--- src/rtl/pac_pkg.sv ---
package pac_pkg;

   typedef enum logic [1:0] {
      CAUSE_NONE   = 2'd0,
      CAUSE_SEG    = 2'd1,
      CAUSE_PRIV   = 2'd2,
      CAUSE_RDONLY = 2'd3
   } pac_cause_e;

   typedef struct packed {
      logic       permit;
      pac_cause_e cause;
   } pac_verdict_t;

endpackage

--- src/rtl/pac_attr_merge.sv ---
module pac_attr_merge #(
   parameter int LEVELS = 2
) (
   input  logic [LEVELS-1:0] lvl_user,
   input  logic [LEVELS-1:0] lvl_write,
   output logic              eff_user,
   output logic              eff_write
);

   generate
      if (LEVELS == 1) begin : g_single
         assign eff_user  = lvl_user[0];
         assign eff_write = lvl_write[0];
      end else begin : g_chain
         logic [LEVELS-1:0] user_acc;
         logic [LEVELS-1:0] write_acc;
         assign user_acc[0]  = lvl_user[0];
         assign write_acc[0] = lvl_write[0];
         for (genvar k = 1; k < LEVELS; k++) begin : g_lvl
            assign user_acc[k]  = user_acc[k-1]  & lvl_user[k];
            assign write_acc[k] = write_acc[k-1] & lvl_write[k];
         end
         assign eff_user  = user_acc[LEVELS-1];
         assign eff_write = write_acc[LEVELS-1];
      end
   endgenerate

endmodule

--- src/rtl/pac_wp_ctl.sv ---
module pac_wp_ctl #(
   parameter bit RESET_VAL = 1'b0
) (
   input  logic clk,
   input  logic rst_n,
   input  logic load,
   input  logic value,
   output logic wp_q
);

   always_ff @(posedge clk) begin
      if (!rst_n)     wp_q <= RESET_VAL;
      else if (load)  wp_q <= value;
   end

   p_wp_load_r10: assert property (@(posedge clk) disable iff (!rst_n)
      load |=> (wp_q == $past(value)));

   p_wp_hold_r10: assert property (@(posedge clk) disable iff (!rst_n)
      !load |=> $stable(wp_q));

endmodule

--- src/rtl/pac_rule.sv ---
module pac_rule
   import pac_pkg::*;
(
   input  logic         is_write,
   input  logic         is_user,
   input  logic         force_sup,
   input  logic         seg_bad,
   input  logic         eff_user,
   input  logic         eff_write,
   input  logic         wp,
   output pac_verdict_t verdict
);

   logic judged_user;
   logic priv_bad;
   logic ro_bad;

   always_comb begin
      judged_user = is_user & ~force_sup;
      priv_bad    = judged_user & ~eff_user;
      ro_bad      = is_write & ~eff_write & (judged_user | wp);
      if (seg_bad)       verdict.cause = CAUSE_SEG;
      else if (priv_bad) verdict.cause = CAUSE_PRIV;
      else if (ro_bad)   verdict.cause = CAUSE_RDONLY;
      else               verdict.cause = CAUSE_NONE;
      verdict.permit = ~(seg_bad | priv_bad | ro_bad);
   end

endmodule

--- src/rtl/pac_access_check.sv ---
module pac_access_check
   import pac_pkg::*;
#(
   parameter int LEVELS    = 2,
   parameter bit WP_RESET  = 1'b0
) (
   input  logic              clk,
   input  logic              rst_n,
   input  logic              wp_load,
   input  logic              wp_value,
   input  logic              req_valid,
   output logic              req_ready,
   input  logic              req_write,
   input  logic              req_user,
   input  logic              implicit_sup,
   input  logic              seg_fault,
   input  logic [LEVELS-1:0] ent_user,
   input  logic [LEVELS-1:0] ent_write,
   output logic              rsp_valid,
   input  logic              rsp_ready,
   output logic              rsp_permit,
   output logic [1:0]        rsp_cause
);

   localparam int MAX_LEVELS = 8;

   generate
      if (LEVELS < 1 || LEVELS > MAX_LEVELS) begin : g_bad_levels
         $error("pac_access_check: LEVELS out of range");
      end
      if (WP_RESET != 1'b0) begin : g_bad_reset
         $error("pac_access_check: write-protect control must reset clear");
      end
   endgenerate

   logic         wp_q;
   logic         eff_user;
   logic         eff_write;
   logic         accept;
   pac_verdict_t verdict_d;
   pac_verdict_t verdict_q;
   logic         valid_q;

   pac_wp_ctl #(.RESET_VAL(WP_RESET)) u_wp (
      .clk   (clk),
      .rst_n (rst_n),
      .load  (wp_load),
      .value (wp_value),
      .wp_q  (wp_q)
   );

   pac_attr_merge #(.LEVELS(LEVELS)) u_merge (
      .lvl_user  (ent_user),
      .lvl_write (ent_write),
      .eff_user  (eff_user),
      .eff_write (eff_write)
   );

   pac_rule u_rule (
      .is_write  (req_write),
      .is_user   (req_user),
      .force_sup (implicit_sup),
      .seg_bad   (seg_fault),
      .eff_user  (eff_user),
      .eff_write (eff_write),
      .wp        (wp_q),
      .verdict   (verdict_d)
   );

   assign req_ready = ~valid_q;
   assign accept    = req_valid & req_ready;

   always_ff @(posedge clk) begin
      if (!rst_n) begin
         valid_q   <= 1'b0;
         verdict_q <= '{permit: 1'b0, cause: CAUSE_NONE};
      end else if (accept) begin
         valid_q   <= 1'b1;
         verdict_q <= verdict_d;
      end else if (rsp_ready) begin
         valid_q   <= 1'b0;
      end
   end

   assign rsp_valid  = valid_q;
   assign rsp_permit = verdict_q.permit;
   assign rsp_cause  = verdict_q.cause;

   p_no_accept_pending_r9: assert property (@(posedge clk) disable iff (!rst_n)
      rsp_valid |-> !req_ready);

   p_launch_r9: assert property (@(posedge clk) disable iff (!rst_n)
      (req_valid && req_ready) |=> rsp_valid);

   p_hold_r9: assert property (@(posedge clk) disable iff (!rst_n)
      (rsp_valid && !rsp_ready) |=> (rsp_valid && $stable(rsp_permit) && $stable(rsp_cause)));

   p_seg_wins_r7: assert property (@(posedge clk) disable iff (!rst_n)
      (req_valid && req_ready && seg_fault) |=> (rsp_cause == CAUSE_SEG && !rsp_permit));

   p_permit_code_r8: assert property (@(posedge clk) disable iff (!rst_n)
      rsp_valid |-> (rsp_permit == (rsp_cause == CAUSE_NONE)));

   p_sup_free_r2: assert property (@(posedge clk) disable iff (!rst_n)
      (accept && !seg_fault && !wp_q && (!req_user || implicit_sup)) |=> rsp_permit);

endmodule

--- config.mk ---
export PLATFORM = sky130hd
export DESIGN_NAME = pac_access_check
export DESIGN_NICKNAME = d
export VERILOG_FILES = /design/src/rtl/pac_pkg.sv /design/src/rtl/pac_attr_merge.sv /design/src/rtl/pac_wp_ctl.sv /design/src/rtl/pac_rule.sv /design/src/rtl/pac_access_check.sv
export SDC_FILE = /design/constraint.sdc
export NUM_CORES = 1
export LEC_CHECK = 0
export BUFFER_PORTS_ARGS = -buffer_cell sky130_fd_sc_hd__buf_2
export CAP_MARGIN = 30
export CORE_AREA = 4 4 41 43
export CTS_CLUSTER_DIAMETER = 120
export DETAILED_ROUTE_END_ITERATION = 16
export DIE_AREA = 0 0 45 47
export PLACE_DENSITY = 0.53
export SYNTH_ARGS = -nofsm -noshare
export SYNTH_HDL_FRONTEND = slang
export SYNTH_HIERARCHICAL = 1
export SYNTH_SLANG_ARGS = --single-unit
--- constraint.sdc ---
create_clock -name clk -period 0.85 [get_ports clk]
set_clock_uncertainty 0.1 [all_clocks]
set_input_delay 0.085 -clock clk [delete_from_list [all_inputs] [get_ports clk]]
set_output_delay 0.085 -clock clk [all_outputs]
set_load 0.02 [all_outputs]
==> run_results.csv <==
group,metric,value,unit
timing,fin_ws,-118,ps
global_routing,grt_max_degree,9,
die,core_area,0.00130,mm^2
drt,first_iter_violations,2,
die,start_util,0.206,
place,io_buffers,18,
drt,drc,0,
place,gp_congestion,0.628,
drt,via_count,282,
critical_path,worstPathArrival,780,ps
synthesis,synthCells,30,
finish,n_antenna_cell,0,
drt,vias_per_cell,4.15,
critical_path,crit_family,"flip-flops",
synthesis,async_reset_ff_frac,0,
outcome,status,"finished, violations left",
timing,whs,-2.21,ps
die,die_area,0.00212,mm^2
pwr,ir_drop,0.656,mV
critical_path,slowest_delay,380,ps
synthesis,ys_top_cells_by_area,"dfxtp_1 37%, mux2i_1 19%, nand2_1 9.8%",
cts,cts_inserted_buffers,3,
finish,area_delta_synth_final,72.4,%
place,dpl.hpwl,516,um
timing,tightestPinTransition,202,ps
synthesis,ys_top_cells_by_count,"7 x nand2_1, 5 x dfxtp_1, 5 x mux2i_1",
cts,cts_sinks,5,
cts,root_buffer,"clkbuf_4",
critical_path,crit_path_max_fanout,5,
drt,antenna_left,0,
timing,finalSetupTns,-477,ps
synthesis,yosysSeqAreaShare,0.374,
synthesis,synth_top_area_frac,0.374,
synthesis,syn_nets,44,
die,die_w,45,um
cts,cts_tree,"yes",
synthesis,yosysTopAreaCell,"dfxtp_1",
synthesis,synth_edf_count,0,
synthesis,synth_ff_type,"dfxtp_1",
die,fp.dieH,47,um
synthesis,synth-seq-cells,5,
drt,wl_per_cell,10.2,um
critical_path,path_cells,"inv_2, buf_6",
die,ios,19,
timing,setup_violations,8,
finish,regArea,109,um^2
synthesis,synth.distinct_cells,13,
finish,nNetsFinal,68,
finish,multi_input_area,175,um^2
synthesis,netlist_area,268,um^2
timing,final.min_clock_period,968,ps
critical_path,worst-setup-path-type,"reg2out",
finish,fin_area,462,um^2
critical_path,worstSetupEndpointType,"output port",
cts,htreeDepth,1,
drt,totalWireLength,691,um
synthesis,syn_avg_cell_area,8.93,um^2
run,drv_cap,0,
global_routing,grt_pass1_wl,1260,um
timing,period_share,1.14,
timing,rsz0062_at_grt,"yes",
timing,slew_viol_final,0,
worst_hold_path,hp-class,"in2reg",
outcome,violations,"hold timing, setup timing",
global_routing,grt.total_usage,0.0870,
timing,max_freq,1.03,GHz
global_routing,antenna_found_initial,0,
critical_path,cp-start-kind,"flop",
timing,maxSlewHeadroom,0.865,
synthesis,yosysMostFrequentCell,"nand2_1",
timing,hold_violations,1,
global_routing,grt-ovfl-total,0,
place,placed_area,385,um^2
drt,drt_pass1_iterations,2,
finish,layout-drive-gt1-share,0.585,
critical_path,crit_required,660,ps
synthesis,synthesis.yosys.warnings,6,
critical_path,crit_buf_inv,2,
cts,cts_max_path_buffers,2,
cts,clk_pin_slew,40,ps
pwr,p_leak,0.233,nW
die,rows,13,
finish,num-fill-cells,155,
cts,clock_latency,240,ps
pwr,powerDensity,1530,mW/mm^2
critical_path,critPathSlowestCell,"dfxtp_4",
global_routing,grt_pass1_vias,304,
registers in the layout, indices dropped and copies added (netlist names):
name,cells
rsp_valid,1
rsp_cause,2
rsp_permit,1
u_wp/wp_q,1
final cells by class:
cell class                 instances  area share
clock buffer                       4      0.0569
inverter                           1     0.00813
multi-input combinational         24       0.379
sequential                         5       0.236
tap                               15      0.0407
timing repair buffer              19       0.279
logic make-up (layout without fill, tap and decap cells):
family,Yosys count,in the layout,share of synthesized area
flip-flops,5,5,0.374
buffers and inverters,1,24,0.0140
AND/OR/NAND/NOR,15,15,0.322
AO/OA/AOI/OAI,4,4,0.103
multiplexers,5,5,0.187
through the flow:
step                hold WS, ps  total power [W]  std cells  setup slack [ps]  utilization
floorplan                   113         0.000344         30             -55.3            -
global placement            230         0.000398         63              -209        0.296
detailed placement          238         0.000401         63              -238        0.296
CTS                       -21.9         0.000717         68              -123        0.352
global route             -0.907         0.000756         68              -186        0.355
finish                    -2.21         0.000704         68              -118        0.355
what timing repair did:
action / CTS / global route
endpoints found under the hold margin: 1 / 1
pin swaps: 1 / 0
gates resized for setup: 16 / 1
setup endpoints to repair: 8 / 8
setup buffers: 1 / 0
power by group:
group	total, W	switching [W]	internal, W
registers	0.000267	0.0000154	0.000252
logic	0.000159	0.0000685	0.0000907
clock network	0.000278	0.000100	0.000178
total	0.000704	0.000184	0.000520
final timing paths:
path                                                start                   endpoint  slack, ps  cells after the start
worst max register to register     u_wp/wp_q$_SDFFE_PN0P_    rsp_permit$_SDFFE_PN0P_        -90                      4
worst max-delay path               rsp_valid$_SDFFE_PN0P_                  req_ready       -120                      2
worst min register to register  rsp_cause[1]$_SDFFE_PN0P_  rsp_cause[1]$_SDFFE_PN0P_        360                      2
worst min-delay path                            req_valid     rsp_valid$_SDFFE_PN0P_         -2                      2
layout by cell type, fill, tap and decap left out:
cell | netlist | final
buf_6 | 0 | 5
inv_2 | 0 | 1
dfxtp_2 | 0 | 4
nand2_1 | 7 | 7
clkbuf_1 | 0 | 1
nor2b_4 | 1 | 1
buf_4 | 0 | 1
mux2i_1 | 5 | 5
and2_1 | 2 | 2
nand2b_4 | 0 | 1
nor2b_1 | 1 | 1
buf_2 | 0 | 13
o21ai_1 | 1 | 1
o21bai_1 | 1 | 1
dfxtp_4 | 0 | 1
a21oi_2 | 0 | 1
o211a_1 | 1 | 1
clkbuf_4 | 0 | 3
and3b_1 | 1 | 1
nand2b_1 | 3 | 2
metal layers:
metal  share of wire  vias up  global-route usage  wire, um
met3           0.096        0              0.0575        66
li1                -      145                   -         -
met5               0        -                   0         0
met2            0.51       11               0.141       352
met4               0        0              0.0526         0
met1            0.39      126              0.0820       271
(Power assumes the default switching activity.)
